## src/rtl/dfe_pkg.sv

```systemverilog
package dfe_pkg;

  // Position of each asynchronous pin in the synchronizer vector
  localparam int PIN_CS   = 0;
  localparam int PIN_SCK  = 1;
  localparam int PIN_SDI  = 2;
  localparam int PIN_LOAD = 3;
  localparam int N_PINS   = 4;

  // Idle levels: select and strobe rest high, clock and data low
  localparam logic [N_PINS-1:0] PIN_IDLE = 4'b1001;

  typedef enum logic {
    XFER_ON_SELECT = 1'b0,
    XFER_ON_STROBE = 1'b1
  } xfer_mode_e;

endpackage

```

## src/rtl/dfe_sync.sv

```systemverilog
module dfe_sync #(
  parameter int          N       = 4,
  parameter int          STAGES  = 2,
  parameter logic [N-1:0] RST_VAL = '0
) (
  input  logic         clk,
  input  logic         rst_n,
  input  logic [N-1:0] d,
  output logic [N-1:0] q
);

  for (genvar i = 0; i < N; i++) begin : g_pin
    logic [STAGES-1:0] chain;
    always_ff @(posedge clk or negedge rst_n) begin
      if (!rst_n) chain <= {STAGES{RST_VAL[i]}};
      else        chain <= {chain[STAGES-2:0], d[i]};
    end
    assign q[i] = chain[STAGES-1];
  end

endmodule

```

## src/rtl/dfe_edges.sv

```systemverilog
module dfe_edges #(
  parameter int           N       = 4,
  parameter logic [N-1:0] RST_VAL = '0
) (
  input  logic         clk,
  input  logic         rst_n,
  input  logic [N-1:0] lvl,
  output logic [N-1:0] rise,
  output logic [N-1:0] fall
);

  for (genvar i = 0; i < N; i++) begin : g_edge
    logic prev;
    always_ff @(posedge clk or negedge rst_n) begin
      if (!rst_n) prev <= RST_VAL[i];
      else        prev <= lvl[i];
    end
    assign rise[i] = lvl[i] & ~prev;
    assign fall[i] = ~lvl[i] & prev;
  end

endmodule

```

## src/rtl/dfe_shifter.sv

```systemverilog
module dfe_shifter #(
  parameter int W  = 16,
  parameter int CW = $clog2(W + 2)
) (
  input  logic          clk,
  input  logic          rst_n,
  input  logic          frame_start,
  input  logic          shift_en,
  input  logic          din,
  output logic [W-1:0]  word,
  output logic [CW-1:0] bit_cnt,
  output logic          full
);

  localparam logic [CW-1:0] CNT_FULL = CW'(W);
  localparam logic [CW-1:0] CNT_OVER = CW'(W + 1);

  // Saturating count: any value above W is reported as W+1
  function automatic logic [CW-1:0] cnt_next(input logic [CW-1:0] c);
    return (c >= CNT_OVER) ? CNT_OVER : c + 1'b1;
  endfunction

  always_ff @(posedge clk or negedge rst_n) begin
    if (!rst_n) begin
      word    <= '0;
      bit_cnt <= '0;
    end else if (frame_start) begin
      bit_cnt <= '0;
    end else if (shift_en) begin
      word    <= {word[W-2:0], din};
      bit_cnt <= cnt_next(bit_cnt);
    end
  end

  assign full = (bit_cnt == CNT_FULL);

endmodule

```

## src/rtl/dfe_latch_ctl.sv

```systemverilog
module dfe_latch_ctl
  import dfe_pkg::*;
#(
  parameter int W = 16
) (
  input  logic         clk,
  input  logic         rst_n,
  input  xfer_mode_e   mode,
  input  logic         bipolar_in,
  input  logic         frame_start,
  input  logic         frame_end,
  input  logic         len_ok,
  input  logic         strobe_fall,
  input  logic         sel_high,
  input  logic [W-1:0] word,
  output logic [W-1:0] code,
  output logic [W-1:0] twos,
  output logic         bip,
  output logic         err,
  output logic         ready
);

  // Offset binary to two's complement: flip the sign bit
  function automatic logic [W-1:0] offset_to_twos(input logic [W-1:0] c);
    return {~c[W-1], c[W-2:0]};
  endfunction

  logic load_on_select;
  logic load_on_strobe;

  assign load_on_select = frame_end & len_ok & (mode == XFER_ON_SELECT);
  assign load_on_strobe = strobe_fall & sel_high & ready & (mode == XFER_ON_STROBE);

  always_ff @(posedge clk or negedge rst_n) begin
    if (!rst_n) begin
      code  <= '0;
      err   <= 1'b0;
      ready <= 1'b0;
      bip   <= 1'b0;
    end else begin
      bip <= bipolar_in;
      if (frame_start) ready <= 1'b0;
      if (frame_end) begin
        if (len_ok) begin
          err   <= 1'b0;
          ready <= (mode == XFER_ON_STROBE);
        end else begin
          err   <= 1'b1;
          ready <= 1'b0;
        end
      end
      if (load_on_select || load_on_strobe) code <= word;
    end
  end

  assign twos = bip ? offset_to_twos(code) : code;

endmodule

```

## src/rtl/serial_dac_front.sv

```systemverilog
module serial_dac_front
  import dfe_pkg::*;
#(
  parameter int W           = 16,
  parameter int SYNC_STAGES = 2
) (
  input  logic         clk,
  input  logic         rst_n,
  input  logic         cs_n_i,
  input  logic         sck_i,
  input  logic         sdi_i,
  input  logic         load_n_i,
  input  logic         xfer_mode_i,
  input  logic         bipolar_i,
  output logic [W-1:0] code_o,
  output logic [W-1:0] twos_o,
  output logic         bipolar_o,
  output logic         frame_err_o
);

  localparam int CW = $clog2(W + 2);

  logic [N_PINS-1:0] pins_raw, pins_lvl, pins_rise, pins_fall;

  assign pins_raw[PIN_CS]   = cs_n_i;
  assign pins_raw[PIN_SCK]  = sck_i;
  assign pins_raw[PIN_SDI]  = sdi_i;
  assign pins_raw[PIN_LOAD] = load_n_i;

  dfe_sync #(.N(N_PINS), .STAGES(SYNC_STAGES), .RST_VAL(PIN_IDLE)) u_sync (
    .clk(clk), .rst_n(rst_n), .d(pins_raw), .q(pins_lvl)
  );

  dfe_edges #(.N(N_PINS), .RST_VAL(PIN_IDLE)) u_edges (
    .clk(clk), .rst_n(rst_n), .lvl(pins_lvl), .rise(pins_rise), .fall(pins_fall)
  );

  // Named internal events
  logic ev_sel_fall, ev_sel_rise, ev_sck_rise, ev_load_fall, sel_low, data_bit;
  assign ev_sel_fall  = pins_fall[PIN_CS];
  assign ev_sel_rise  = pins_rise[PIN_CS];
  assign ev_sck_rise  = pins_rise[PIN_SCK];
  assign ev_load_fall = pins_fall[PIN_LOAD];
  assign sel_low      = ~pins_lvl[PIN_CS];
  assign data_bit     = pins_lvl[PIN_SDI];

  logic unused_edges;
  assign unused_edges = ^{pins_lvl[PIN_SCK], pins_lvl[PIN_LOAD], pins_rise[PIN_SDI],
                          pins_fall[PIN_SDI], pins_fall[PIN_SCK], pins_rise[PIN_LOAD]};

  logic          shift_en;
  logic [W-1:0]  shift_word;
  logic [CW-1:0] bit_cnt;
  logic          word_full;
  logic          word_ready;

  assign shift_en = ev_sck_rise & sel_low & ~ev_sel_fall;

  dfe_shifter #(.W(W), .CW(CW)) u_shift (
    .clk(clk), .rst_n(rst_n), .frame_start(ev_sel_fall), .shift_en(shift_en),
    .din(data_bit), .word(shift_word), .bit_cnt(bit_cnt), .full(word_full)
  );

  xfer_mode_e mode;
  assign mode = xfer_mode_e'(xfer_mode_i);

  dfe_latch_ctl #(.W(W)) u_latch (
    .clk(clk), .rst_n(rst_n), .mode(mode), .bipolar_in(bipolar_i),
    .frame_start(ev_sel_fall), .frame_end(ev_sel_rise), .len_ok(word_full),
    .strobe_fall(ev_load_fall), .sel_high(~sel_low), .word(shift_word),
    .code(code_o), .twos(twos_o), .bip(bipolar_o), .err(frame_err_o),
    .ready(word_ready)
  );

endmodule

```

## config.mk

```make
export PLATFORM = sky130hd
export DESIGN_NAME = serial_dac_front
export DESIGN_NICKNAME = d
export VERILOG_FILES = /design/src/rtl/dfe_pkg.sv /design/src/rtl/dfe_sync.sv /design/src/rtl/dfe_edges.sv /design/src/rtl/dfe_shifter.sv /design/src/rtl/dfe_latch_ctl.sv /design/src/rtl/serial_dac_front.sv
export SDC_FILE = /design/constraint.sdc
export NUM_CORES = 1
export LEC_CHECK = 0
export CORE_UTILIZATION = 30
export CTS_CLUSTER_DIAMETER = 60
export DETAILED_ROUTE_END_ITERATION = 8
export PLACE_DENSITY = 0.52
export SLEW_MARGIN = 5
export SYNTH_ARGS = -nofsm -noshare
export SYNTH_HDL_FRONTEND = slang
export SYNTH_SLANG_ARGS = --single-unit
```

## constraint.sdc

```tcl
create_clock -name clk -period 2.7 [get_ports clk]
set_input_delay 0.675 -clock clk [delete_from_list [all_inputs] [get_ports clk]]
set_output_delay 0.675 -clock clk [all_outputs]
set_load 0.01 [all_outputs]
```

==> flow_results.xml <==
<?xml version="1.0" encoding="UTF-8"?>
<metrics>
  <group name="critical_path">
    <metric name="cp_data_arrival_time" unit="ns">2.31</metric>
    <metric name="startpoint_type" unit="">input port</metric>
    <metric name="critical_path.max_fanout" unit="">10</metric>
    <metric name="cp_data_required_time" unit="ns">2.88</metric>
    <metric name="r2r_start" unit="">u_sync.g_pin[0].chain[1]$_DFF_PN1_</metric>
    <metric name="setup.worst_path.start" unit="">xfer_mode_i</metric>
    <metric name="critical_path_class" unit="">in -&gt; reg</metric>
    <metric name="worstSetupEndpointType" unit="">flop</metric>
  </group>
  <group name="route">
    <metric name="route.detailed.vias_per_inst" unit="">4.259</metric>
    <metric name="route.detailed.wl_per_inst" unit="µm">12.52</metric>
    <metric name="drt_iter0_markers" unit="">24</metric>
    <metric name="ant_nets" unit="">0</metric>
    <metric name="finalWirelength" unit="µm">3329</metric>
    <metric name="vias" unit="">1133</metric>
    <metric name="drcViolationCount" unit="">0</metric>
    <metric name="drt-pass1-iter-count" unit="">4</metric>
  </group>
  <group name="floorplan">
    <metric name="ioPinCount" unit="">42</metric>
    <metric name="core-area" unit="µm²">6794</metric>
    <metric name="die_area" unit="µm²">7337</metric>
    <metric name="die_width" unit="µm">85.66</metric>
    <metric name="num_rows" unit="">30</metric>
    <metric name="die_y_extent" unit="µm">85.66</metric>
    <metric name="initial_utilization" unit="%">30.90</metric>
  </group>
  <group name="clocking">
    <metric name="h-tree-depth" unit="">2</metric>
    <metric name="cts_inserted_buffers" unit="">5</metric>
    <metric name="later_pin_clock_latency_in_the_skew_report" unit="ns">0.30</metric>
    <metric name="clock_tree_from_tritoncts" unit="">done</metric>
    <metric name="clock_root_buffer" unit="">sky130_fd_sc_hd__clkbuf_8</metric>
    <metric name="cts_post_setup_buffers_inserted" unit="">0</metric>
    <metric name="clock_sinks" unit="">51</metric>
    <metric name="cts.path.max_buffers" unit="">2</metric>
    <metric name="cts_resized" unit="">0</metric>
    <metric name="holdBufCountCts" unit="">0</metric>
    <metric name="clk_pin_slew_worst_paths" unit="ns">0.08</metric>
  </group>
  <group name="finish">
    <metric name="area_taken_by_flip_flops_and_latches" unit="µm²">1284</metric>
    <metric name="final_layout_size_suffix_gt1_share" unit="%">30.59</metric>
    <metric name="ant_diodes" unit="">0</metric>
    <metric name="multi_input_area" unit="µm²">663.1</metric>
    <metric name="n_fill_cell" unit="">632</metric>
    <metric name="flow.area_growth_from_synthesis" unit="%">26.46</metric>
    <metric name="final_net_count" unit="">182</metric>
    <metric name="finalNonFillerCells" unit="">266</metric>
  </group>
  <group name="sta">
    <metric name="setup_viol" unit="">0</metric>
    <metric name="grt_setup_unrepaired" unit="">no</metric>
    <metric name="timing.final.hold_violations" unit="">0</metric>
    <metric name="max_clock_freq" unit="MHz">469.9</metric>
    <metric name="setup_tns" unit="ns">0</metric>
    <metric name="timing.final.crit_share" unit="%">78.82</metric>
    <metric name="final.min_clock_period" unit="ns">2.128</metric>
    <metric name="slew_headroom" unit="%">60.57</metric>
    <metric name="fin_skew" unit="ns">0.008212</metric>
    <metric name="hold_ws" unit="ns">0.3561</metric>
    <metric name="worst_pin_slew" unit="ns">0.5915</metric>
    <metric name="drv_slew" unit="">0</metric>
  </group>
  <group name="power">
    <metric name="power-per-cell-area" unit="nW/µm²">597.1</metric>
    <metric name="power_leakage" unit="µW">0.001163</metric>
    <metric name="power_switching_share" unit="%">20.73</metric>
    <metric name="p_comb_share" unit="%">7.0</metric>
    <metric name="power.net_switching" unit="µW">328.6</metric>
    <metric name="power_frac_clock" unit="%">38.5</metric>
    <metric name="max-vdd-ir-drop" unit="V">0.0002264</metric>
    <metric name="sequentialPowerShare" unit="%">54.5</metric>
    <metric name="internal_power" unit="µW">1257</metric>
  </group>
  <group name="placed_design">
    <metric name="gpl.final_weighted_congestion" unit="">0.7328</metric>
    <metric name="place_inst" unit="">258</metric>
    <metric name="io_buffers" unit="">41</metric>
    <metric name="dp.final_hpwl" unit="µm">2365</metric>
  </group>
  <group name="global_route">
    <metric name="grt_antenna_before_repair" unit="">0</metric>
    <metric name="grt_use_met2" unit="%">16.51</metric>
    <metric name="maximum_number_of_pins_on_one_net_before_global_route_repair" unit="">27</metric>
    <metric name="number_of_global_route_vias_before_repair" unit="">1148</metric>
    <metric name="globalRouteOverflowTotal" unit="">0</metric>
    <metric name="groute.usage.overall" unit="%">9.818</metric>
    <metric name="grt.busiest_layer" unit="">met2</metric>
    <metric name="grtUsageMet1" unit="%">11.78</metric>
    <metric name="groute.layer.met3.usage" unit="%">2.599</metric>
    <metric name="wire_length_of_the_first_global_routing_pass" unit="µm">5506</metric>
  </group>
  <group name="synthesis">
    <metric name="number_of_instances_in_the_synthesized_netlist" unit="">136</metric>
    <metric name="synth_seq_area_share" unit="%">61.14</metric>
    <metric name="ys_types" unit="">29</metric>
    <metric name="synth.area.top_cells" unit="">sky130_fd_sc_hd__dfrtp_1 54%, sky130_fd_sc_hd__mux2_2 11%, sky130_fd_sc_hd__dfstp_2 7.5%, sky130_fd_sc_hd__mux2_4 7.2%, sky130_fd_sc_hd__buf_4 5.4%</metric>
    <metric name="mappedNetlistNets" unit="">149</metric>
    <metric name="yosys_warnings" unit="">0</metric>
    <metric name="netlist.area_leader.share" unit="%">53.64</metric>
    <metric name="synth_top_cell_by_area" unit="">sky130_fd_sc_hd__dfrtp_1</metric>
    <metric name="synth.cell_area" unit="µm²">2100</metric>
    <metric name="avgSynthCellArea" unit="µm²">15.44</metric>
    <metric name="synth-seq-cells" unit="">51</metric>
  </group>
  <group name="job">
    <metric name="maxCapViolations" unit="">0</metric>
  </group>
  <group name="outcome">
    <metric name="run_status" unit="">completed</metric>
  </group>
  <group name="worst_hold_path">
    <metric name="hold_class" unit="">reg -&gt; reg</metric>
    <metric name="worst_hold_startpoint" unit="">u_sync.g_pin[2].chain[0]$_DFF_PN0_</metric>
  </group>
</metrics>
[metal layers]
metal,wire length (µm),share of wire (%),up-vias
met1,1487,45,583
met2,1679,50,24
met5,0,0,-
li1,-,-,522
met3,118,3.5,4
met4,44,1.3,0
[stage by stage]
step	setup WS [ns]	util, %	cell area, µm²	power, µW
after CTS	0.5561	39.08	2655	1609
after global routing	0.4980	39.08	2655	1660
after floorplan	0.9027	-	2100	933.3
after global placement	0.2702	37.13	2522	982.5
after detailed placement	0.2393	37.13	2522	993.1
final	0.5718	39.08	2655	1585
[layout by cell type, fill, tap and decap left out, types with 2 or more instances in the layout]
cell	Yosys	routed
sky130_fd_sc_hd__dfrtp_1	45	45
sky130_fd_sc_hd__clkdlybuf4s50_1	0	40
sky130_fd_sc_hd__mux2_2	21	21
sky130_fd_sc_hd__mux2_4	10	10
sky130_fd_sc_hd__dfstp_2	6	6
sky130_fd_sc_hd__ha_1	5	5
sky130_fd_sc_hd__clkbuf_8	0	5
sky130_fd_sc_hd__inv_1	4	4
sky130_fd_sc_hd__nand2b_1	3	3
sky130_fd_sc_hd__nor2_1	3	3
sky130_fd_sc_hd__xnor2_1	2	2
sky130_fd_sc_hd__a32o_1	2	2
sky130_fd_sc_hd__o21ai_0	2	2
sky130_fd_sc_hd__bufinv_16	0	2
sky130_fd_sc_hd__buf_4	15	2
[flip-flops by register name, indices dropped and copies added, names as in the netlist]
register,cells
u_latch.ready,1
u_shift.word,16
u_latch.bip,1
u_edges.g_edge.prev,3
u_latch.err,1
u_sync.g_pin.chain,8
u_shift.bit_cnt,5
u_latch.code,16
[cell families (layout without fill, tap and decap cells)]
group	Yosys count	in the layout	share of synthesized area (%)
multiplexers	32	32	18.95
flip-flops	51	51	61.14
AND/OR/NAND/NOR	13	13	3.814
AO/OA/AOI/OAI	10	10	4.351
adder cells (fa/ha/maj)	5	5	2.980
buffers and inverters	22	56	7.509
XOR/XNOR	3	3	1.252
[power by group through the flow]
stage               Clock, µW  Sequential [µW]  Combinational [µW]
floorplan                   0              865                68.1
CTS                       629              866                 114
detailed placement          0              881                 112
global placement            0              875                 107
global route              662              872                 126
finish                    610              865                 111
[critical path, cell delays in order]
cell                              delay (ns)
sky130_fd_sc_hd__clkdlybuf4s50_1        0.55
sky130_fd_sc_hd__nand4b_1               0.17
sky130_fd_sc_hd__o22ai_4                0.29
sky130_fd_sc_hd__buf_4                  0.30
sky130_fd_sc_hd__mux2_4                 0.32
[cells in the mapped netlist (all sizes together)]
cell and instances:
dfrtp 45, ha 5, a22o 1, nand4 1, buf 18, o22ai 1, nand3 1, o21ai 2
o2bb2ai 1, a41oi 1, o31ai 1, nand4b 1, o21a 1, nand2b 3, xor2 1, a32o 2
xnor2 2, nor2 4, nor3 1, dfstp 6, inv 4, nor4b 1, nand2 1, mux2 32
[cell type report]
cell class | instances | area share (%)
Timing Repair Buffer | 44 | 16.59
Clock inverter | 2 | 2.262
Tap cell | 96 | 4.524
Multi-Input combinational cell | 63 | 24.98
Inverter | 4 | 0.5655
Sequential cell | 51 | 48.35
Clock buffer | 6 | 2.733
[path summary, 6_finish.rpt]
kind,endpoint,slack (ns),cells past startpoint
worst max-delay path,u_latch.code[11]$_DFFE_PN0P_,0.57,5
max in group asynchronous,u_edges.g_edge[0].prev$_DFF_PN1_,1.72,2
min in group asynchronous,u_latch.code[4]$_DFFE_PN0P_,0.37,1
worst min register to register,u_sync.g_pin[2].chain[1]$_DFF_PN0_,0.36,0
worst max register to register,u_latch.code[11]$_DFFE_PN0P_,0.72,5
worst min-delay path,u_sync.g_pin[2].chain[1]$_DFF_PN0_,0.36,0
(Power assumes the default switching activity.)
